[src/rtl/qld_pkg.sv]
package qld_pkg;

  localparam int unsigned CHAR_W = 8;

  typedef enum logic [1:0] {
    ST_SEARCH  = 2'd0,
    ST_CONFIRM = 2'd1,
    ST_LOCKED  = 2'd2
  } align_state_e;

  typedef enum logic [1:0] {
    COL_NONE = 2'd0,
    COL_PART = 2'd1,
    COL_FULL = 2'd2
  } col_class_e;

  // A marker is a control character with the alignment code value.
  function automatic logic is_align_char(input logic [CHAR_W-1:0] d,
                                         input logic              k,
                                         input logic [CHAR_W-1:0] code);
    return k && (d == code);
  endfunction

  function automatic col_class_e classify_column(input logic any_hit,
                                                 input logic all_hit);
    if (all_hit) return COL_FULL;
    if (any_hit) return COL_PART;
    return COL_NONE;
  endfunction

endpackage

[src/rtl/qld_lane_fifo.sv]
module qld_lane_fifo
  import qld_pkg::*;
#(
  parameter int unsigned       DEPTH      = 8,
  parameter logic [CHAR_W-1:0] ALIGN_CODE = 8'h7C
) (
  input  logic              clk,
  input  logic              rst_n,
  input  logic              wr_en,
  input  logic [CHAR_W-1:0] wr_data,
  input  logic              wr_ctrl,
  input  logic              search_en,
  input  logic              clear_seen,
  input  logic              commit,
  input  logic              flush,
  input  logic              rd_en,
  output logic [CHAR_W-1:0] rd_data,
  output logic              rd_ctrl,
  output logic              rd_is_align,
  output logic              not_empty,
  output logic              seen_next,
  output logic              overflow
);

  localparam int unsigned AW = $clog2(DEPTH);
  localparam int unsigned PW = AW + 1;

  logic [CHAR_W-1:0] mem_d [DEPTH];
  logic              mem_k [DEPTH];
  logic [PW-1:0]     wp, rp, mpos;
  logic [PW-1:0]     occ, mark_age;
  logic              seen, in_mark, full, wr_ok;

  assign in_mark   = wr_en && is_align_char(wr_data, wr_ctrl, ALIGN_CODE);
  assign occ       = wp - rp;
  assign mark_age  = wp - mpos;
  assign full      = (occ == PW'(DEPTH));
  assign not_empty = (occ != '0);
  // While searching the buffer runs as a ring and may overwrite.
  assign wr_ok     = wr_en && (search_en || !full || rd_en);
  assign seen_next = seen || (search_en && in_mark);
  // The stored marker is about to be overwritten.
  assign overflow  = search_en && seen && wr_en && (mark_age == PW'(DEPTH));

  assign rd_data     = mem_d[rp[AW-1:0]];
  assign rd_ctrl     = mem_k[rp[AW-1:0]];
  assign rd_is_align = is_align_char(rd_data, rd_ctrl, ALIGN_CODE);

  always_ff @(posedge clk) begin
    if (wr_ok) begin
      mem_d[wp[AW-1:0]] <= wr_data;
      mem_k[wp[AW-1:0]] <= wr_ctrl;
    end
  end

  always_ff @(posedge clk or negedge rst_n) begin
    if (!rst_n) begin
      wp   <= '0;
      rp   <= '0;
      mpos <= '0;
      seen <= 1'b0;
    end else begin
      if (wr_ok) wp <= wp + 1'b1;

      if (flush)       rp <= wp;
      else if (commit) rp <= seen ? mpos : wp;
      else if (rd_en)  rp <= rp + 1'b1;

      if (clear_seen) begin
        seen <= 1'b0;
      end else if (search_en && in_mark && !seen) begin
        seen <= 1'b1;
        mpos <= wp;
      end
    end
  end

  assert_fill_bound_R3: assert property (@(posedge clk) disable iff (!rst_n)
    !search_en |-> occ <= PW'(DEPTH));

  assert_commit_fills_R3: assert property (@(posedge clk) disable iff (!rst_n)
    commit |=> not_empty);

endmodule

[src/rtl/qld_col_check.sv]
module qld_col_check
  import qld_pkg::*;
#(
  parameter int unsigned LANES = 4
) (
  input  logic [LANES-1:0] hits,
  input  logic             rd_en,
  output col_class_e       cls
);

  always_comb begin
    if (rd_en) cls = classify_column(|hits, &hits);
    else       cls = COL_NONE;
  end

endmodule

[src/rtl/qld_lock_ctrl.sv]
module qld_lock_ctrl
  import qld_pkg::*;
#(
  parameter int unsigned LOCK_COLS  = 2,
  parameter int unsigned MISS_LIMIT = 4
) (
  input  logic         clk,
  input  logic         rst_n,
  input  logic         commit,
  input  logic         any_ovf,
  input  logic         rd_en,
  input  col_class_e   col_cls,
  output align_state_e state,
  output logic         lock_next,
  output logic         flush,
  output logic         locked,
  output logic         lock_lost,
  output logic         deskew_err
);

  localparam int unsigned CW = $clog2(LOCK_COLS + 1);
  localparam int unsigned MW = $clog2(MISS_LIMIT + 1);

  align_state_e  state_n;
  logic [CW-1:0] hit_cnt, hit_n;
  logic [MW-1:0] miss_cnt, miss_n;
  logic          lost_n;

  always_comb begin
    state_n = state;
    hit_n   = hit_cnt;
    miss_n  = miss_cnt;
    flush   = 1'b0;
    lost_n  = 1'b0;
    unique case (state)
      ST_SEARCH: begin
        if (commit) begin
          state_n = ST_CONFIRM;
          hit_n   = '0;
        end
      end
      ST_CONFIRM: begin
        if (rd_en && col_cls == COL_FULL) begin
          if (hit_cnt == CW'(LOCK_COLS - 1)) begin
            state_n = ST_LOCKED;
            miss_n  = '0;
          end else begin
            hit_n = hit_cnt + 1'b1;
          end
        end else if (rd_en && col_cls == COL_PART) begin
          state_n = ST_SEARCH;
          flush   = 1'b1;
        end
      end
      ST_LOCKED: begin
        if (rd_en && col_cls == COL_FULL) begin
          miss_n = '0;
        end else if (rd_en && col_cls == COL_PART) begin
          if (miss_cnt == MW'(MISS_LIMIT - 1)) begin
            state_n = ST_SEARCH;
            flush   = 1'b1;
            lost_n  = 1'b1;
          end else begin
            miss_n = miss_cnt + 1'b1;
          end
        end
      end
      default: state_n = ST_SEARCH;
    endcase
  end

  assign lock_next = (state_n == ST_LOCKED);

  always_ff @(posedge clk or negedge rst_n) begin
    if (!rst_n) begin
      state      <= ST_SEARCH;
      hit_cnt    <= '0;
      miss_cnt   <= '0;
      locked     <= 1'b0;
      lock_lost  <= 1'b0;
      deskew_err <= 1'b0;
    end else begin
      state      <= state_n;
      hit_cnt    <= hit_n;
      miss_cnt   <= miss_n;
      locked     <= lock_next;
      lock_lost  <= lost_n;
      deskew_err <= deskew_err || any_ovf;
    end
  end

  assert_err_sticky_R8: assert property (@(posedge clk) disable iff (!rst_n)
    deskew_err |=> deskew_err);

  assert_lost_on_drop_R7: assert property (@(posedge clk) disable iff (!rst_n)
    lock_lost |-> (!locked && $past(locked)));

  assert_lost_single_R7: assert property (@(posedge clk) disable iff (!rst_n)
    lock_lost |=> !lock_lost);

  assert_lock_via_confirm_R4: assert property (@(posedge clk) disable iff (!rst_n)
    $rose(locked) |-> $past(state) == ST_CONFIRM);

endmodule

[src/rtl/quad_lane_deskew.sv]
module quad_lane_deskew
  import qld_pkg::*;
#(
  parameter int unsigned       LANES      = 4,
  parameter int unsigned       DEPTH      = 8,
  parameter int unsigned       LOCK_COLS  = 2,
  parameter int unsigned       MISS_LIMIT = 4,
  parameter logic [CHAR_W-1:0] ALIGN_CODE = 8'h7C
) (
  input  logic                    clk,
  input  logic                    rst_n,
  input  logic [LANES*CHAR_W-1:0] lane_data_i,
  input  logic [LANES-1:0]        lane_ctrl_i,
  input  logic [LANES-1:0]        lane_valid_i,
  output logic [LANES*CHAR_W-1:0] col_data_o,
  output logic [LANES-1:0]        col_ctrl_o,
  output logic                    col_valid_o,
  output logic                    locked_o,
  output logic                    lock_lost_o,
  output logic                    deskew_err_o
);

  logic [LANES*CHAR_W-1:0] rd_flat;
  logic [LANES-1:0]        rd_ctrl, hits, not_empty, seen_next, ovf;
  logic                    search_en, commit, any_ovf, clear_seen, rd_en;
  logic                    flush, lock_next;
  align_state_e            state;
  col_class_e              col_cls;

  assign search_en  = (state == ST_SEARCH);
  assign any_ovf    = |ovf;
  assign commit     = search_en && (&seen_next) && !any_ovf;
  assign clear_seen = flush || (search_en && (commit || any_ovf));
  assign rd_en      = !search_en && (&not_empty);

  for (genvar g = 0; g < LANES; g++) begin : g_lane
    qld_lane_fifo #(
      .DEPTH      (DEPTH),
      .ALIGN_CODE (ALIGN_CODE)
    ) u_fifo (
      .clk         (clk),
      .rst_n       (rst_n),
      .wr_en       (lane_valid_i[g]),
      .wr_data     (lane_data_i[g*CHAR_W +: CHAR_W]),
      .wr_ctrl     (lane_ctrl_i[g]),
      .search_en   (search_en),
      .clear_seen  (clear_seen),
      .commit      (commit),
      .flush       (flush),
      .rd_en       (rd_en),
      .rd_data     (rd_flat[g*CHAR_W +: CHAR_W]),
      .rd_ctrl     (rd_ctrl[g]),
      .rd_is_align (hits[g]),
      .not_empty   (not_empty[g]),
      .seen_next   (seen_next[g]),
      .overflow    (ovf[g])
    );
  end

  qld_col_check #(.LANES(LANES)) u_check (
    .hits  (hits),
    .rd_en (rd_en),
    .cls   (col_cls)
  );

  qld_lock_ctrl #(
    .LOCK_COLS  (LOCK_COLS),
    .MISS_LIMIT (MISS_LIMIT)
  ) u_lock (
    .clk        (clk),
    .rst_n      (rst_n),
    .commit     (commit),
    .any_ovf    (any_ovf),
    .rd_en      (rd_en),
    .col_cls    (col_cls),
    .state      (state),
    .lock_next  (lock_next),
    .flush      (flush),
    .locked     (locked_o),
    .lock_lost  (lock_lost_o),
    .deskew_err (deskew_err_o)
  );

  always_ff @(posedge clk or negedge rst_n) begin
    if (!rst_n) begin
      col_data_o  <= '0;
      col_ctrl_o  <= '0;
      col_valid_o <= 1'b0;
    end else begin
      if (rd_en) begin
        col_data_o <= rd_flat;
        col_ctrl_o <= rd_ctrl;
      end
      col_valid_o <= rd_en && lock_next;
    end
  end

  assert_valid_in_lock_R4: assert property (@(posedge clk) disable iff (!rst_n)
    col_valid_o |-> locked_o);

  assert_no_commit_on_error_R8: assert property (@(posedge clk) disable iff (!rst_n)
    any_ovf |=> !locked_o);

endmodule

[config.mk]
export PLATFORM = sky130hd
export DESIGN_NAME = quad_lane_deskew
export DESIGN_NICKNAME = d
export VERILOG_FILES = /design/src/rtl/qld_pkg.sv /design/src/rtl/qld_lane_fifo.sv /design/src/rtl/qld_col_check.sv /design/src/rtl/qld_lock_ctrl.sv /design/src/rtl/quad_lane_deskew.sv
export SDC_FILE = /design/constraint.sdc
export NUM_CORES = 1
export LEC_CHECK = 0
export BUFFER_PORTS_ARGS = -buffer_cell sky130_fd_sc_hd__buf_2
export CORE_ASPECT_RATIO = 0.9
export CORE_MARGIN = 8
export CORE_UTILIZATION = 66
export CTS_CLUSTER_SIZE = 12
export DETAILED_ROUTE_END_ITERATION = 6
export PLACE_DENSITY = 0.85
export SYNTH_ARGS = -nofsm -noshare
export SYNTH_HDL_FRONTEND = slang
export SYNTH_SLANG_ARGS = --single-unit
[constraint.sdc]
create_clock -name clk -period 7.32 [get_ports clk]
set_input_delay 0.732 -clock clk [delete_from_list [all_inputs] [get_ports clk]]
set_output_delay 0.732 -clock clk [all_outputs]
set_load 0.01 [all_outputs]
## Word level (Yosys, flattened, before mapping)

Memories as Yosys holds them, arrays and structs flattened.
Index checks and enable logic that the tools add are counted.

| word-level totals | value |
|---|---|
| output and inout port bits | 40 |
| logic and storage cells | 239 |
| input bits | 42 |
| memories kept | 8 |
| flip-flop bits (word level) | 99 |
| memory bits (writable) | 288 |

Memory list:

| memory | depth | width | read ports | clocked after Yosys merged registers in | write ports | RTL line | RTL |
|---|---|---|---|---|---|---|---|
| g_lane[0].u_fifo.mem_d | 8 | 8 | 1 | 0 | 1 | qld_lane_fifo.sv:28 | `logic [CHAR_W-1:0] mem_d [DEPTH];` |
| g_lane[1].u_fifo.mem_d | 8 | 8 | 1 | 0 | 1 | qld_lane_fifo.sv:28 |  |
| g_lane[2].u_fifo.mem_d | 8 | 8 | 1 | 0 | 1 | qld_lane_fifo.sv:28 |  |
| g_lane[3].u_fifo.mem_d | 8 | 8 | 1 | 0 | 1 | qld_lane_fifo.sv:28 |  |
| g_lane[0].u_fifo.mem_k | 8 | 1 | 1 | 0 | 1 | qld_lane_fifo.sv:29 | `logic mem_k [DEPTH];` |
| g_lane[1].u_fifo.mem_k | 8 | 1 | 1 | 0 | 1 | qld_lane_fifo.sv:29 |  |
| 2 more memories | - | - | - | - | - | - |  |

| cells by class | value |
|---|---|
| multiplexer cells | 67 |
| add/subtract/negate cells | 18 |
| eq/ne operators | 29 |
| reductions and logical operators | 91 |
| bitwise logic cells | 1 |

Operator list:

| kind | count |
|---|---|
| $eq 8x7->1 const B | 8 |
| $mux 4 | 16 |
| $logic_and 1x1->1 | 43 |
| $add 4x1->4 const B | 8 |
| $eq 4x4->1 const B | 8 |
| $sub 4x4->4 | 8 |
| $mux 2 | 15 |
| $mux 1 | 27 |
| $reduce_and 4->1 | 4 |
| $reduce_bool 4->1 | 4 |
| $logic_or 1x1->1 | 15 |
| $mux 3 | 5 |
| $reduce_bool 2->1 | 6 |
| $logic_not 1->1 | 10 |
| $reduce_and 2->1 | 4 |
| $reduce_or 4->1 | 2 |
| $eq 2x1->1 const B | 3 |
| $eq 2x2->1 const B | 3 |
| $pmux 2 s3 | 1 |
| $pmux 3 s2 | 1 |
| $reduce_and 5->1 | 1 |
| $ne 2x1->1 const B | 2 |
| $ne 2x2->1 const B | 2 |
| $pmux 2 s2 | 1 |
| 9 further kinds | 9 |

## Longest topological paths before layout

An unclocked memory read counts as a cell.

| logic depth | value |
|---|---|
| word-level depth | 19 |
| gate-level depth with buffers | 14 |
| mapped depth without buffers | 10 |

## Hierarchy

Synthesis repeated with hierarchy kept, for this count alone.

| second synthesis, totals | value |
|---|---|
| cells, all modules | 1094 |
| area, all modules | 17265.3 um2 |

By module, submodules not included:

| module | sequential area each (um2) | instances | area each (um2) | cells an instance |
|---|---|---|---|---|
| qld_lane_fifo | 2487.4 | 4 | 3761.1 | 234 |
| quad_lane_deskew | 925.9 | 1 | 1531.5 | 86 |
| qld_lock_ctrl | 250.2 | 1 | 661.9 | 67 |
| qld_col_check | 0.0 | 1 | 27.5 | 5 |

## Worst setup path before layout

Ideal clock, no wire load.

| path | value |
|---|---|
| path kind | register to register |
| start point | register g_lane[0].u_fifo.rp[1] |
| end point | memory g_lane[1].u_fifo.mem_d[1][0] (enable) |
| setup time | 0.389 ns |
| stages on the path, launching flop included | 14 |
| data arrival time | 3.796 ns |
| clock period less this slack | 4.185 ns |
| path slack | 3.135 ns |
| cells stage by stage | dfrtp_1 > buf_2 > buf_1 > inv_1 > ha_1 > nor2b_1 > o21ai_0 > nand3_1 > nor3b_1 > a2111o_1 > clkbuf_1 > a31oi_1 > and2_1 > nor3b_1 |

| on the way | value |
|---|---|
| word-level cells in the longest chain between the ends | 8 |

RTL lines:

| what | RTL line | RTL |
|---|---|---|
| start: declaration | qld_lane_fifo.sv:30 | `logic [PW-1:0] wp, rp, mpos;` |
| start signal: assignment | qld_lane_fifo.sv:65 | `if (flush) rp <= wp;` |
| start signal: assignment | qld_lane_fifo.sv:66 | `else if (commit) rp <= seen ? mpos : wp;` |
| start signal: assignment | qld_lane_fifo.sv:67 | `else if (rd_en) rp <= rp + 1'b1;` |
| $sub 4x4->4 | qld_lane_fifo.sv:35 | `assign occ = wp - rp;` |
| $reduce_bool 4->1 | qld_lane_fifo.sv:38 | `assign not_empty = (occ != '0);` |
| $reduce_and 4->1 | quad_lane_deskew.sv:34 | `assign rd_en = !search_en && (&not_empty);` |
| $logic_and 1x1->1 | quad_lane_deskew.sv:34 |  |
| $logic_or 1x1->1 | qld_lane_fifo.sv:40 | `assign wr_ok = wr_en && (search_en \|\| !full \|\| rd_en);` |
| $logic_and 1x1->1 | qld_lane_fifo.sv:40 |  |
| $mux 1 | qld_lane_fifo.sv:50 | `if (wr_ok) begin` |
| $mux 1 (implied by the code) | qld_lane_fifo.sv:51 | `mem_d[wp[AW-1:0]] <= wr_data;` |
| end: declaration | qld_lane_fifo.sv:28 |  |

No other way between the ends.

## Worst setup path in the final report

| path | value |
|---|---|
| start point | register g_lane[2].u_fifo.rp[1] |
| end point | memory g_lane[0].u_fifo.mem_d[0][5] (enable) |

| on the way | value |
|---|---|
| word-level cells in the longest chain between the ends | 8 |

RTL lines:

| what | RTL line |
|---|---|
| start: declaration | qld_lane_fifo.sv:30 |
| start signal: assignment | qld_lane_fifo.sv:65 |
| start signal: assignment | qld_lane_fifo.sv:66 |
| start signal: assignment | qld_lane_fifo.sv:67 |
| $sub 4x4->4 | qld_lane_fifo.sv:35 |
| $reduce_bool 4->1 | qld_lane_fifo.sv:38 |
| $reduce_and 4->1 | quad_lane_deskew.sv:34 |
| $logic_and 1x1->1 | quad_lane_deskew.sv:34 |
| $logic_or 1x1->1 | qld_lane_fifo.sv:40 |
| $logic_and 1x1->1 | qld_lane_fifo.sv:40 |
| $mux 1 | qld_lane_fifo.sv:50 |
| $mux 1 (implied by the code) | qld_lane_fifo.sv:51 |
| end: declaration | qld_lane_fifo.sv:28 |

No other way between the ends.

==> results.ini <==
[synth]
yosys.area_share.xor_xnor_pct = 1.78
synth_cell_type_count = 67
synth.ff_latch_count = 387
synth_edf_count = 288
syn-num-nets = 1118
synth_simple_gate_area_share_pct = 7.82
syn_inst = 1037
synth_area_um2 = 16700
yosysSeqAreaShare_pct = 66.4
async_reset_ff_share_pct = 25.6
synth_adder_area_share_pct = 2.91
synth_top_area_share_pct = 51.6
synth_mux_area_share_pct = 14.8
synth_top_area_cell = edfxtp_1
ys_dominant_reg_cell = edfxtp_1
yosys_warnings = 0
ys_top_cells_by_area = edfxtp_1 (52%), dfrtp_1 (15%), mux4_2 (9.7%), mux2_2 (3.8%), ha_1 (2.9%)
syn_area_per_cell_um2 = 16.1
synth_compound_area_share_pct = 4.26
synth_top_family_by_area = multiplexers

[routing]
dr.pass1.iters = 7
vias = 9583
viasPerCell = 6.38
ant_nets = 0
drt_iter0_markers = 860
totalWireLength_um = 35700
wl_per_cell_um = 23.8
drc = 0

[floorplanning]
core_area_um2 = 25000
dieArea_um2 = 30700
initial_core_util_pct = 66.9
boundaryPins = 82
die_w_um = 184
num_rows = 55
die_height_um = 167

[sta]
skew_ns = 0.00773
slew_headroom_pct = 12.4
hold_viol_final = 0
drv_slew = 0
rsz0062_at_grt = no
setup_ws_ns = 2.13
period_share_pct = 71.0
fin_tns_setup_ns = 0
whs_ns = 0.149
setup_viol_count_final = 0
final_period_minus_worst_setup_slack_ns = 5.19
fmax_mhz = 193
tightest_slew_ns = 1.30

[cts]
htree_levels = 2
cts_buffer_depth = 3
clkLatencyLatePin_ns = 0.52
cts.sinks = 387
path_clk_slew_ns = 0.06
cts-buffers-inserted = 40
postCtsSetupRepairBufs = 0
cts_tree = done
root_buffer = clkbuf_16
ctsResizeCount = 0
cts_hold_buffers = 0

[job]
cap_violations = 0

[finish]
nets = 1217
area_growth_pct = 11.8
drive_above_1_share_pct = 25.8
antenna_cells = 0
fin_cells = 1503

[place]
io_buffers = 81
dp_slack_ns = 2.24
placed_cells = 1436
dp_hpwl_um = 23600
place_congestion = 0.839

[worst_setup_path]
r2r_start = g_lane[2].u_fifo.rp[1]
path_max_fanout = 27
arrival_ns = 5.32
startpoint_type = register
worst_setup_path_end_kind = register
crit_start = g_lane[2].u_fifo.rp[1]
required_ns = 7.44
crit_slowest_cell = nor3_1
critPathKind = reg2reg
crit_chain = inv_1, ha_1, nor2b_1, o21ai_0, nand3_1, a31o_2, a2111o_2, a31oi_1, nand2_1, nor3_1
critPathMaxStageDelay_ns = 1.03

[global_routing]
grt_max_degree = 70
antenna_found_initial = 0
track_usage_pct = 23.7
grt_pass1_wl_um = 56600
gr-total-overflow = 0
grt_pass1_vias = 9913

[power]
power_density_nw_per_um2 = 399
ir_drop_mv = 0.227
p_leak_nw = 6.86

[run_status]
status = finished, final reports clean

[worst_hold_path]
hp-class = in2async

-- cells by family after synthesis --
group                      count (synthesis)
AOI/OAI and AO/OA                        108
xor gates and xnor gates                  34
adders and majority gates                 39
buffers and inverters                     83
DFF                                      387
muxes                                    150
and+or+nand+nor                          236
-- stage by stage --
step	total power [mW]	instance area, µm²	util (%)
finish	7.47	18700	74.7
global route	7.83	18700	74.7
CTS	7.50	18700	74.7
detailed placement	5.64	17600	70.1
global placement	5.51	17600	70.1
floorplan	4.89	16700	-
-- sequential cells by signal (all words and copies together), names as in the netlist --
register / count
u_lock.deskew_err: 1
g_lane.u_fifo.mpos: 16
g_lane.u_fifo.seen: 4
g_lane.u_fifo.mem_k: 32
g_lane.u_fifo.mem_d: 256
u_lock.lock_lost: 1
col_data_o: 32
u_lock.locked: 1
u_lock.hit_cnt: 2
col_valid_o: 1
col_ctrl_o: 4
g_lane.u_fifo.rp: 16
g_lane.u_fifo.wp: 16
u_lock.miss_cnt: 3
u_lock.state: 2
-- layer usage --
metal  GRT usage, %  part of all wire (%)  vias up
li1               -                     -     4233
met1           31.5                    40     4873
met2           39.3                    50      411
met3           4.22                   7.1       66
met4           7.89                   2.8        0
met5              0                     0        -
-- cell type report --
type / instances / area, µm²
Sequential cell: 387 / 11100
Fill cell: 1466 / 6330
Multi-Input combinational cell: 567 / 5300
Clock buffer: 60 / 1100
Timing Repair Buffer: 102 / 566
Tap cell: 342 / 428
Inverter: 38 / 143
Clock inverter: 7 / 60.1
-- cell usage after synthesis, drive strengths merged, types with 19 or more instances --
cell type,count
xnor2,24
a21oi,21
dfrtp,99
nand3,19
clkbuf,27
mux2,58
nand2,57
mux2i,20
inv,38
mux4,72
nor2,37
o21ai,32
edfxtp,288
ha,39
-- where the power goes --
group,switching [mW],leakage (nW),internal [mW]
Sequential,0.365,3.84,2.82
Combinational,1.30,2.46,1.14
Clock,0.776,0.565,1.07
-- cells in the final DEF (no fill, tap or decap), types with 4 or more instances in the layout --
cell       count
nor3_1        16
mux2i_1       20
mux4_2        72
and2_1         9
and3_1         5
nand2_1       57
nor2b_1       15
o21ai_0       31
inv_2          4
mux2_2        56
xnor2_1       24
nand4b_1       9
o22ai_1        4
clkbuf_1      19
edfxtp_1     288
inv_1         34
nor2_1        37
a31oi_1        6
nor4_1        16
nand3_1       19
o221ai_1       7
xor2_1        10
nor3b_1       18
and3b_1        8
nand2b_1       8
buf_2         80
dfrtp_1       99
buf_4         22
a21oi_1       21
clkinv_2       6
clkbuf_16     41
a221oi_1       4
a211oi_1       9
ha_1          39
-- final timing paths --
| kind | to | depth (start not counted) | slack [ns] |
|---|---|---|---|
| max in group asynchronous | col_data_o[0] | 2 | 5.93 |
| hold / removal | g_lane[1].u_fifo.wp[0] | 1 | 0.15 |
| setup / recovery | g_lane[0].u_fifo.mem_d[0][5] | 10 | 2.13 |
| hold reg to reg | u_lock.deskew_err | 1 | 0.47 |
| setup reg to reg | g_lane[0].u_fifo.mem_d[0][5] | 10 | 2.13 |
| min in group clk | u_lock.deskew_err | 1 | 0.47 |
-- worst max-delay path: cells and delay by family, from the launching register on --
kind	cells	cell delay, ns
compound gates	4	1.79
fa+ha+maj	1	0.35
buf+inv	1	0.11
flops	1	0.98
simple gates	4	1.56
Power figures use the tool's default switching activity.
